--- src/rtl/trim_pkg.sv ---
// Package: shared types for the trimmed one-second timebase.
// Assumes: nothing; holds only the period classification.
package trim_pkg;
    // Kind of the period currently being counted.
    typedef enum logic [1:0] {
        PER_NOM   = 2'd0,  // nominal full period, ends with a pulse
        PER_FAST  = 2'd1,  // shortened correction period, ends with a pulse
        PER_SLOW  = 2'd2,  // full period that will be followed by an extra period
        PER_EXTRA = 2'd3   // extra period of a slowing correction, no pulse
    } per_kind_t;
endpackage

--- src/rtl/trim_prescale.sv ---
// Module: free-running prescaler on the slow clock-enable.
// Does: produces a one-cycle step every PRESCALE asserted enables.
// Assumes: PRESCALE >= 2; its phase is never reset except by rst_n.
module trim_prescale #(
    parameter int PRESCALE = 128
) (
    input  logic clk,
    input  logic rst_n,
    input  logic en,
    output logic step
);
    localparam int PRE_W = (PRESCALE > 2) ? $clog2(PRESCALE) : 1;
    localparam logic [PRE_W-1:0] PRE_LAST = PRE_W'(PRESCALE - 1);

    logic [PRE_W-1:0] pre_q;

    // Step fires on the enable that completes a prescaler cycle.
    assign step = en && (pre_q == PRE_LAST);

    // Advance the prescaler phase on every enable.
    always_ff @(posedge clk) begin
        if (!rst_n) begin
            pre_q <= '0;
        end else if (en) begin
            pre_q <= step ? '0 : pre_q + PRE_W'(1);
        end
    end

    // prescaler phase only moves on an enable
    a_r1_pre_holds: assert property (@(posedge clk) disable iff (!rst_n)
        !en |=> $stable(pre_q));
endmodule

--- src/rtl/trim_period.sv ---
// Module: period counter that clears on compare match.
// Does: counts prescaler steps from 0 up to cmp, then wraps to 0.
// Assumes: cmp only changes on the step that wraps the counter.
module trim_period #(
    parameter int CNT_W = 8
) (
    input  logic             clk,
    input  logic             rst_n,
    input  logic             step,
    input  logic [CNT_W-1:0] cmp,
    output logic             wrap,
    output logic [CNT_W-1:0] cnt
);
    logic [CNT_W-1:0] cnt_q;

    // Period ends on the step that meets the compare value.
    assign wrap = step && (cnt_q == cmp);
    assign cnt  = cnt_q;

    // Count steps, clearing on compare match.
    always_ff @(posedge clk) begin
        if (!rst_n) begin
            cnt_q <= '0;
        end else if (step) begin
            cnt_q <= wrap ? '0 : cnt_q + CNT_W'(1);
        end
    end

    // without a prescaler step the count holds
    a_r1_cnt_holds: assert property (@(posedge clk) disable iff (!rst_n)
        !step |=> $stable(cnt_q));
endmodule

--- src/rtl/trim_sched.sv ---
// Module: correction scheduler.
// Does: at each period boundary, decides the next period's compare value
//       and kind from the trim and the interval, and counts pulse periods
//       since the last correction.
// Assumes: trim is two's complement, CNT_W+1 bits; inputs are sampled on
//       wrap only.
module trim_sched
    import trim_pkg::*;
#(
    parameter int CNT_W  = 8,
    parameter int INTV_W = 16
) (
    input  logic              clk,
    input  logic              rst_n,
    input  logic              wrap,
    input  logic [CNT_W:0]    trim,
    input  logic [INTV_W-1:0] intv,
    output logic [CNT_W-1:0]  cmp,
    output logic              sec_adv
);
    localparam logic [CNT_W-1:0] FULL = '1;

    per_kind_t         kind_q, kind_n;
    logic [CNT_W-1:0]  cmp_q, cmp_n;
    logic [CNT_W-1:0]  extra_q, extra_n;
    logic [INTV_W-1:0] since_q, since_after;
    logic              due;
    logic [CNT_W-1:0]  trim_inv;

    // For either sign, the wanted compare value is the low bits inverted.
    assign trim_inv = ~trim[CNT_W-1:0];
    assign cmp      = cmp_q;
    assign sec_adv  = wrap && (kind_q != PER_EXTRA);

    // Work out the pulse-period count after this period and whether the next one is corrected.
    always_comb begin
        if (intv == '0) begin
            since_after = '0;
        end else if (kind_q == PER_EXTRA) begin
            since_after = since_q;
        end else if (kind_q == PER_NOM) begin
            since_after = since_q + INTV_W'(1);
        end else begin
            since_after = '0;
        end
        due = (intv != '0) && (since_after >= intv - INTV_W'(1));
    end

    // Choose the kind and compare value of the next period.
    always_comb begin
        kind_n  = PER_NOM;
        cmp_n   = FULL;
        extra_n = extra_q;
        if (kind_q == PER_SLOW) begin
            kind_n = PER_EXTRA;
            cmp_n  = extra_q;
        end else if (due) begin
            if (trim[CNT_W]) begin
                kind_n  = PER_SLOW;
                extra_n = trim_inv;
            end else begin
                kind_n = PER_FAST;
                cmp_n  = trim_inv;
            end
        end
    end

    // Load the next period's settings only at a boundary.
    always_ff @(posedge clk) begin
        if (!rst_n) begin
            kind_q  <= PER_NOM;
            cmp_q   <= FULL;
            extra_q <= '0;
            since_q <= '0;
        end else if (wrap) begin
            kind_q  <= kind_n;
            cmp_q   <= cmp_n;
            extra_q <= extra_n;
            since_q <= since_after;
        end
    end

    // compare value never changes inside a period
    a_r8_cmp_at_boundary: assert property (@(posedge clk) disable iff (!rst_n)
        !wrap |=> $stable(cmp_q));
    // a slowing full period is always followed by an extra period
    a_r4_extra_after_slow: assert property (@(posedge clk) disable iff (!rst_n)
        (wrap && kind_q == PER_SLOW) |=> (kind_q == PER_EXTRA));
endmodule

--- src/rtl/trim_seconds.sv ---
// Module: seconds-of-minute counter with registered pulses.
// Does: on each advance, raises a one-cycle second pulse and steps 0..59,
//       raising the minute pulse on the wrap.
// Assumes: advances are at least two cycles apart.
module trim_seconds #(
    parameter int SEC_W = 6,
    parameter int SEC_MOD = 60
) (
    input  logic             clk,
    input  logic             rst_n,
    input  logic             adv,
    output logic [SEC_W-1:0] sec,
    output logic             sec_pulse,
    output logic             min_pulse
);
    localparam logic [SEC_W-1:0] SEC_LAST = SEC_W'(SEC_MOD - 1);

    logic [SEC_W-1:0] sec_q;
    logic             sp_q, mp_q;

    assign sec       = sec_q;
    assign sec_pulse = sp_q;
    assign min_pulse = mp_q;

    // Step the seconds and register both pulses.
    always_ff @(posedge clk) begin
        if (!rst_n) begin
            sec_q <= '0;
            sp_q  <= 1'b0;
            mp_q  <= 1'b0;
        end else begin
            sp_q <= adv;
            mp_q <= adv && (sec_q == SEC_LAST);
            if (adv) begin
                sec_q <= (sec_q == SEC_LAST) ? '0 : sec_q + SEC_W'(1);
            end
        end
    end

    // seconds stay within the minute
    a_r6_sec_range: assert property (@(posedge clk) disable iff (!rst_n)
        sec_q <= SEC_LAST);
    // minute pulse only with a second pulse, at count zero
    a_r6_min_at_zero: assert property (@(posedge clk) disable iff (!rst_n)
        mp_q |-> (sp_q && sec_q == '0));
endmodule

--- src/rtl/trim_sec_timer.sv ---
// Module: top of the trimmed one-second timebase.
// Does: prescaler -> compare-cleared period counter -> correction
//       scheduler -> seconds counter.
// Assumes: tick_en is a one-cycle enable; PRESCALE >= 2.
module trim_sec_timer #(
    parameter int PRESCALE = 128,
    parameter int CNT_W    = 8,
    parameter int INTV_W   = 16
) (
    input  logic              clk,
    input  logic              rst_n,
    input  logic              tick_en,
    input  logic [CNT_W:0]    trim_cnt,
    input  logic [INTV_W-1:0] corr_every,
    output logic              sec_pulse,
    output logic [5:0]        sec_of_min,
    output logic              min_pulse
);
    logic             step;
    logic             wrap;
    logic             sec_adv;
    logic [CNT_W-1:0] cnt;
    logic [CNT_W-1:0] cmp;

    trim_prescale #(.PRESCALE(PRESCALE)) u_pre (
        .clk(clk), .rst_n(rst_n), .en(tick_en), .step(step)
    );

    trim_period #(.CNT_W(CNT_W)) u_per (
        .clk(clk), .rst_n(rst_n), .step(step), .cmp(cmp),
        .wrap(wrap), .cnt(cnt)
    );

    trim_sched #(.CNT_W(CNT_W), .INTV_W(INTV_W)) u_sch (
        .clk(clk), .rst_n(rst_n), .wrap(wrap), .trim(trim_cnt),
        .intv(corr_every), .cmp(cmp), .sec_adv(sec_adv)
    );

    trim_seconds #(.SEC_W(6), .SEC_MOD(60)) u_sec (
        .clk(clk), .rst_n(rst_n), .adv(sec_adv), .sec(sec_of_min),
        .sec_pulse(sec_pulse), .min_pulse(min_pulse)
    );

    // the counter never runs past the active compare value
    a_r2_cnt_le_cmp: assert property (@(posedge clk) disable iff (!rst_n)
        cnt <= cmp);
    // the second pulse is exactly one cycle wide
    a_r2_pulse_single: assert property (@(posedge clk) disable iff (!rst_n)
        sec_pulse |=> !sec_pulse);
endmodule

--- config.mk ---
export PLATFORM = sky130hd
export DESIGN_NAME = trim_sec_timer
export DESIGN_NICKNAME = d
export VERILOG_FILES = /design/src/rtl/trim_pkg.sv /design/src/rtl/trim_prescale.sv /design/src/rtl/trim_period.sv /design/src/rtl/trim_sched.sv /design/src/rtl/trim_seconds.sv /design/src/rtl/trim_sec_timer.sv
export SDC_FILE = /design/constraint.sdc
export NUM_CORES = 1
export LEC_CHECK = 0
export ABC_CLOCK_PERIOD_IN_PS = 3600
export CORE_MARGIN = 4
export CORE_UTILIZATION = 58
export CTS_CLUSTER_DIAMETER = 200
export DETAILED_ROUTE_END_ITERATION = 10
export DONT_BUFFER_PORTS = 1
export MAX_ROUTING_LAYER = met4
export PLACE_DENSITY = 0.76
export SYNTH_ARGS = -nofsm -noshare
export SYNTH_HDL_FRONTEND = slang
export SYNTH_SLANG_ARGS = --single-unit
--- constraint.sdc ---
create_clock -name clk -period 3.6 [get_ports clk]
set_input_delay 0.54 -clock clk [delete_from_list [all_inputs] [get_ports clk]]
set_output_delay 0.54 -clock clk [all_outputs]
set_load 0.005 [all_outputs]
-- Word level (Yosys, flattened, before mapping)
Cells that the tools add are included.
- bits in registers: 57
- input port bits: 28
- output and inout port bits: 8
- equality and inequality tests: 6
- reductions and logical operators: 9
- add/sub/neg operators: 5
- mux-type cells: 12
- bitwise operators: 2
- magnitude comparators: 1
- operator list (cell ; number):
    16-bit 2-to-1 mux ; 3
    8-bit 2-to-1 mux ; 4
    16-bit by 1-bit adder with 16-bit output (second input constant) ; 1
    16-bit >= comparator ; 1
    16-bit zero test ; 1
    16-bit nonzero test ; 1
    16-bit by 1-bit subtractor with 16-bit output (second input constant) ; 1
    8-bit by 1-bit adder with 8-bit output (second input constant) ; 1
    8-bit == test ; 1
    8-bit NOT ; 1
    7-bit by 1-bit adder with 7-bit output (second input constant) ; 1
    7-bit == test (second input constant) ; 1
    7-bit 2-to-1 mux ; 1
    6-bit by 1-bit adder with 6-bit output (second input constant) ; 1
    6-bit == test (second input constant) ; 1
    2-bit 2-to-1 mux ; 3
    6-bit 2-to-1 mux ; 1
    1-bit logical AND ; 5
    2-bit == test (second input constant) ; 2
    4-bit AND reduction ; 1
    2-bit zero test ; 1
    2-bit inequality test (second input constant) ; 1
    1-bit NOT ; 1

-- Depth between registers and ports, before layout
- depth after elaboration: 8
- gate-level depth with buffers: 16
- gate-level depth less buffers: 13

-- Hierarchy
Synthesis repeated with hierarchy kept, for this count alone.
- cells, all modules: 447
- area total of the unflattened synthesis: 3661.0 um^2
- modules (own cells, without submodules) (module ; seq. area each (um^2) ; area each (um^2) ; cells an instance ; times used):
    trim_sched ; 680.7 ; 2558.7 ; 329 ; 1
    trim_period ; 160.2 ; 456.7 ; 52 ; 1
    trim_prescale ; 140.1 ; 324.1 ; 33 ; 1
    trim_seconds ; 160.2 ; 321.6 ; 33 ; 1

-- Least setup slack after synthesis
OpenSTA, ideal clock, no wires.
- path kind: input port to flip-flop
- start point: input port corr_every[0]
- end point: register u_sch.extra_q[0]
- arrival time: 3488 ps
- buffers on the path: 3
- required time: 3481 ps
- slack: -7 ps
- stages: 16
- cells stage by stage: inv_1 -> ha_1 -> nor4b_1 -> nand4_1 -> o21ai_1 -> buf_2 -> buf_2 -> nor2_1 -> ha_1 -> nand4_1 -> nor2_1 -> o2111ai_1 -> and4_1 -> or3b_1 -> buf_6 -> mux2i_1
- word-level cells in the longest chain between the ends: 5
- elaborated cells on any way between the ends: 7
- ends and longest elaborated chain (element ; line ; text):
    start, declared ; trim_sec_timer.sv:14 ; input logic [INTV_W-1:0] corr_every,
    16-bit zero test ; trim_sched.sv:37 ; if (intv == '0) begin
    16-bit 2-to-1 mux ; trim_sched.sv:37 ;
    via u_sch.since_after[12] ; trim_sched.sv:26 ; logic [INTV_W-1:0] since_q, since_after;
    16-bit >= comparator ; trim_sched.sv:46 ; due = (intv != '0) && (since_after >= intv - INTV_W'(1));
    1-bit logical AND ; trim_sched.sv:46 ;
    4-bit AND reduction (no source line) ; -- ;
    end signal, assigned ; trim_sched.sv:78 ; extra_q <= extra_n;
    end, declared ; trim_sched.sv:25 ; logic [CNT_W-1:0] extra_q, extra_n;
The timed path passes the listed nets, and every way through them passes these cells.
A chain may end at the register's enable or synchronous reset.

-- Worst setup path after layout
- start point: register u_sch.kind_q[0]
- end point: register u_sch.extra_q[2]
- word-level cells in the longest chain between the ends: 7
- elaborated cells on any way between the ends: 10
- ends and longest elaborated chain (element ; line ; text):
    start, declared ; trim_sched.sv:23 ; per_kind_t kind_q, kind_n;
    start signal, assigned ; trim_sched.sv:76 ; kind_q <= kind_n;
    2-bit zero test ; trim_sched.sv:41 ; end else if (kind_q == PER_NOM) begin
    16-bit 2-to-1 mux ; trim_sched.sv:41 ;
    16-bit 2-to-1 mux * ; trim_sched.sv:39 ; end else if (kind_q == PER_EXTRA) begin
    16-bit 2-to-1 mux * ; trim_sched.sv:37 ;
    via u_sch.since_after[14] ; trim_sched.sv:26 ;
    16-bit >= comparator * ; trim_sched.sv:46 ;
    1-bit logical AND * ; trim_sched.sv:46 ;
    4-bit AND reduction (no source line) * ; -- ;
The timed path passes the listed nets; every way through them passes the cells marked *.

==> results.tsv <==
stage	metric	value	unit
power_and_ir_drop	largest vdd supply drop	0.269	mV
yosys	syn avg cell area	8.26	sq um
timing	measured slew at the worst slew-check pin	0.900	ns
setup_path	depth of the worst register-to-register path	14	
route	uppermost metal layer occupied by signal nets	met4	
place	port buffer count	0	
power_and_ir_drop	fraction of power consumed by sequential logic	0.487	
clock_tree	count of H-tree levels built during CTS	3	
route	Final ANT Viol Nets	0	
timing	final critical-path share of the clock period	0.945	
clock_tree	number of sinks on the clock net	57	
place	HPWL after DPL	5.62	mm
run	max-cap violation count	0	
floorplan	full die area	7610	sq um
yosys	adder-cell area share of the yosys netlist	0.0721	
route	routed wirelength normalized by instance count	15.0	um
timing	number of hold violations in the final report	0	
global_route	via count of the first global-routing pass	2999	
yosys	compound-cell area share of the yosys netlist	0.107	
place	Placed Cells	509	
finish	fin area	3990	sq um
floorplan	overall die height	87.3	um
place	global placer's final weighted congestion	0.937	
global_route	all-layer global routing usage	0.227	
setup_path	critical path type	reg -> reg	
setup_path	critical path, cell by cell	and2_4 > or3_4 > or3_4 > nand2b_4 > xor2_2 > nor2_1 > ha_1 > nand4_1 > nor2_1 > o2111ai_1 > and4_1 > or3b_1 > buf_6 > mux2i_1	
yosys	Post-Syn Area	3640	sq um
finish	Layout Cells excl Fill	526	
route	1st-iter DRT viols	206	
global_route	wire length of the first global-routing pass	13.5	mm
global_route	initial antenna violation count	0	
floorplan	I/O pin cnt	36	
clock_tree	CTS Root Buffer Type	clkbuf_8	
power_and_ir_drop	power density relative to cell area	327	nW/um^2
clock_tree	TritonCTS buffer count	9	
yosys	number of instances in the synthesized netlist	441	
global_route	aggregate global routing overflow	0	
setup_path	WP depth	14	
yosys	number of register bits inferred by synthesis	57	
route	wire length after detailed routing	7.89	mm
power_and_ir_drop	Clk network pwr share	0.476	
timing	worst slew margin relative to its limit	0.400	
yosys	synthesized-area fraction occupied by xor and xnor cells	0.113	
global_route	largest net degree at the start of global routing	60	
yosys	Post-Syn Nets	490	
floorplan	Core Rows	28	
timing	fmax	294	MHz
floorplan	floorplan core area	6030	sq um
yosys	dominant combinational cell family by area after synthesis	simple AND/OR/NAND/NOR gates	
setup_path	Buf+Inv Stages, Crit Path	1	
power_and_ir_drop	proportion of total power due to net switching	0.206	
yosys	count of cell types in the netlist	53	
finish	relative area change from synthesis to final layout	9.37	%
hold_path	Min-Delay Path Depth	1	
clock_tree	CTS tree	yes	
yosys	post-synthesis share of cell area spent on and, or, nand and nor gates	0.324	
clock_tree	clock input transition at the sequential cells of the worst setup and hold paths	0.07	ns
power_and_ir_drop	Leak Pwr	1.51	nW
finish	core utilization of the finished layout	0.661	
route	post-route met1 wirelength	3.74	mm
clock_tree	insertion delay to the later sink of the worst-skew pair	0.34	ns
yosys	EDFF count, synth	0	
route	length of the first detailed-routing pass in iterations	4	
setup_path	Startpoint Class	register	
yosys	sequential share of the synthesized area	0.313	
setup_path	maximum single-stage delay on the critical path	0.44	ns
setup_path	library cell contributing the largest single delay on the critical path	or3_4	
finish	share of post-route cells with drive strength above 1	0.118	
finish	fill cell instance count of the final layout	503	
setup_path	critical path data required time	3.82	ns
route	length of routed met3 wiring	411	um
hold_path	worst hold path class	in -> reg	
setup_path	Crit path max-delay family	simple AND/OR/NAND/NOR gates	
timing	final slew viol count	0	
place	post-detailed-placement cell area	3730	sq um
floorplan	starting utilization of the core area	0.605	
setup_path	Crit. End Element	register	
timing	shortest period the worst path allows	3.40	ns
yosys	Post-synth top flop	dfxtp_1	
finish	Net count, final	495	
route	detailed route wirelength on metal2	3.63	mm
route	routed via count	3073	
power_and_ir_drop	total internal power	0.00104	W
timing	# setup viols final	0	
setup_path	Crit path arrival time	3.63	ns
power_and_ir_drop	combinational group share of total power	0.037	
yosys	share of flip-flops with an asynchronous set or reset after synthesis	0	
timing	Layout Skew	0.0101	ns
status	run status	completed	
route	vias per cell	5.84	
route	count of unresolved DRC violations after routing	0	
finish	antenna diode count	0	
setup_path	Worst Path Max Fanout	8	
floorplan	Die Span X	87.3	um
clock_tree	largest buffer count on any clock path	2	
timing	final total negative setup slack	0	ns
yosys	multiplexer fraction of the synthesized cell area	0.0361	
power_and_ir_drop	reported net switching power	0.000269	W
yosys	number of synthesis warnings	0	
[flip-flops by register name, summed over array words and instances (netlist names)]
signal and flops:
u_sch.kind_q 2, u_per.cnt 8, u_sec.sec 6, u_pre.pre_q 7, u_sch.since_q 16, u_sch.extra_q 8, u_sec.min_pulse 1, u_sec.sec_pulse 1
u_sch.cmp 8
[cells in the final DEF, fill, tap and decap left out, types with 3 or more instances in the layout]
cell type	count
nand3b_1	3
xor2_1	12
o21ai_0	13
and4_1	4
nor3_2	4
nor4_2	3
xnor2_1	33
buf_4	12
o31ai_1	3
or3_1	6
nand2b_1	10
o221ai_1	8
clkbuf_8	12
nand2_1	48
mux2i_1	12
nor4_1	4
and2_1	4
nor2b_1	12
dfxtp_1	55
nor3_1	11
ha_1	21
a21boi_0	7
nor2_1	46
nand4_1	12
nand3_1	31
a21oi_1	17
inv_1	6
and3_1	5
[synth_stat cells, drive strengths merged (3+ instances only)]
cell type  count  area share
dfxtp         57        0.31
nand2         48       0.049
nor2          48       0.051
xnor2         34       0.082
nand3         32       0.047
ha            21       0.072
a21oi         17       0.023
nor3          16       0.029
o21ai         14       0.019
nor2b         13       0.023
xor2          13       0.031
mux2i         12       0.033
nand4         12       0.021
clkbuf        11       0.011
nand2b        11       0.021
buf            8       0.016
o221ai         8       0.019
or3            8       0.015
a21boi         7       0.014
nor4           7       0.017
and3           6       0.012
inv            6      0.0062
and2           5      0.0093
o31ai          5       0.013
and4           4      0.0096
nand3b         3      0.0062
[metrics by stage]
step                      power (W)  hold WS, ns  worst slack [ns]
final                       0.00130        0.293             0.197
after global routing        0.00135        0.262           -0.0143
after CTS                   0.00132        0.264             0.114
after detailed placement   0.000697        0.459            -0.177
after global placement     0.000695        0.444           -0.0471
after floorplan            0.000694        0.438            0.0696
[final timing paths]
path	from	end	slack (ns)
hold / removal	rst_n	u_sch.cmp[4]	0.29
hold reg to reg	u_sch.extra_q[1]	u_sch.extra_q[1]	0.47
setup reg to reg	u_sch.kind_q[0]	u_sch.extra_q[2]	0.20
setup / recovery	u_sch.kind_q[0]	u_sch.extra_q[2]	0.20
[power by group through the flow]
stage          Sequential (W)  Combinational, W  Clock, W
3_5_place_dp         0.000649         0.0000480         0
3_3_place_gp         0.000649         0.0000464         0
6_report             0.000635         0.0000483  0.000621
2_1_floorplan        0.000648         0.0000460         0
5_1_grt              0.000635         0.0000549  0.000658
4_1_cts              0.000635         0.0000483  0.000633
[layer usage]
metal / global-route usage / up-vias
li1: - / 1571
met1: 0.294 / 1436
met2: 0.335 / 58
met3: 0.0605 / 8
met4: 0.0879 / 0
met5: - / -
[kinds of logic (layout without fill, tap and decap cells)]
kind of cell / after synthesis / after routing
xor gates and xnor gates: 47 / 47
adders and majority gates: 21 / 21
AOI/OAI and AO/OA: 59 / 59
buffers and inverters: 25 / 35
muxes: 13 / 13
and+or+nand+nor: 219 / 219
DFF: 57 / 57
[worst reg2reg max path, cell delays in order, from the launching register on]
cell	delay, ns
dfxtp_2	0.34
and2_4	0.17
or3_4	0.39
or3_4	0.44
nand2b_4	0.17
xor2_2	0.13
nor2_1	0.06
ha_1	0.31
nand4_1	0.13
nor2_1	0.16
o2111ai_1	0.13
and4_1	0.23
or3b_1	0.36
buf_6	0.16
mux2i_1	0.12
[layout make-up]
type                            count  area, sq um  share of cell area
Clock buffer                       14          173              0.0433
Clock inverter                      2         35.0             0.00879
Inverter                            6         22.5             0.00565
Multi-Input combinational cell    359         2420               0.606
Sequential cell                    57         1140               0.287
Tap cell                           75         93.8              0.0235
Timing Repair Buffer               13          101              0.0254
[timing repair]
action	in CTS	in global routing
endpoints found under the setup margin	0	9
buffers inserted	0	1
gates resized for setup	0	9
hold buffers	0	0
Power figures use the tool's default switching activity.
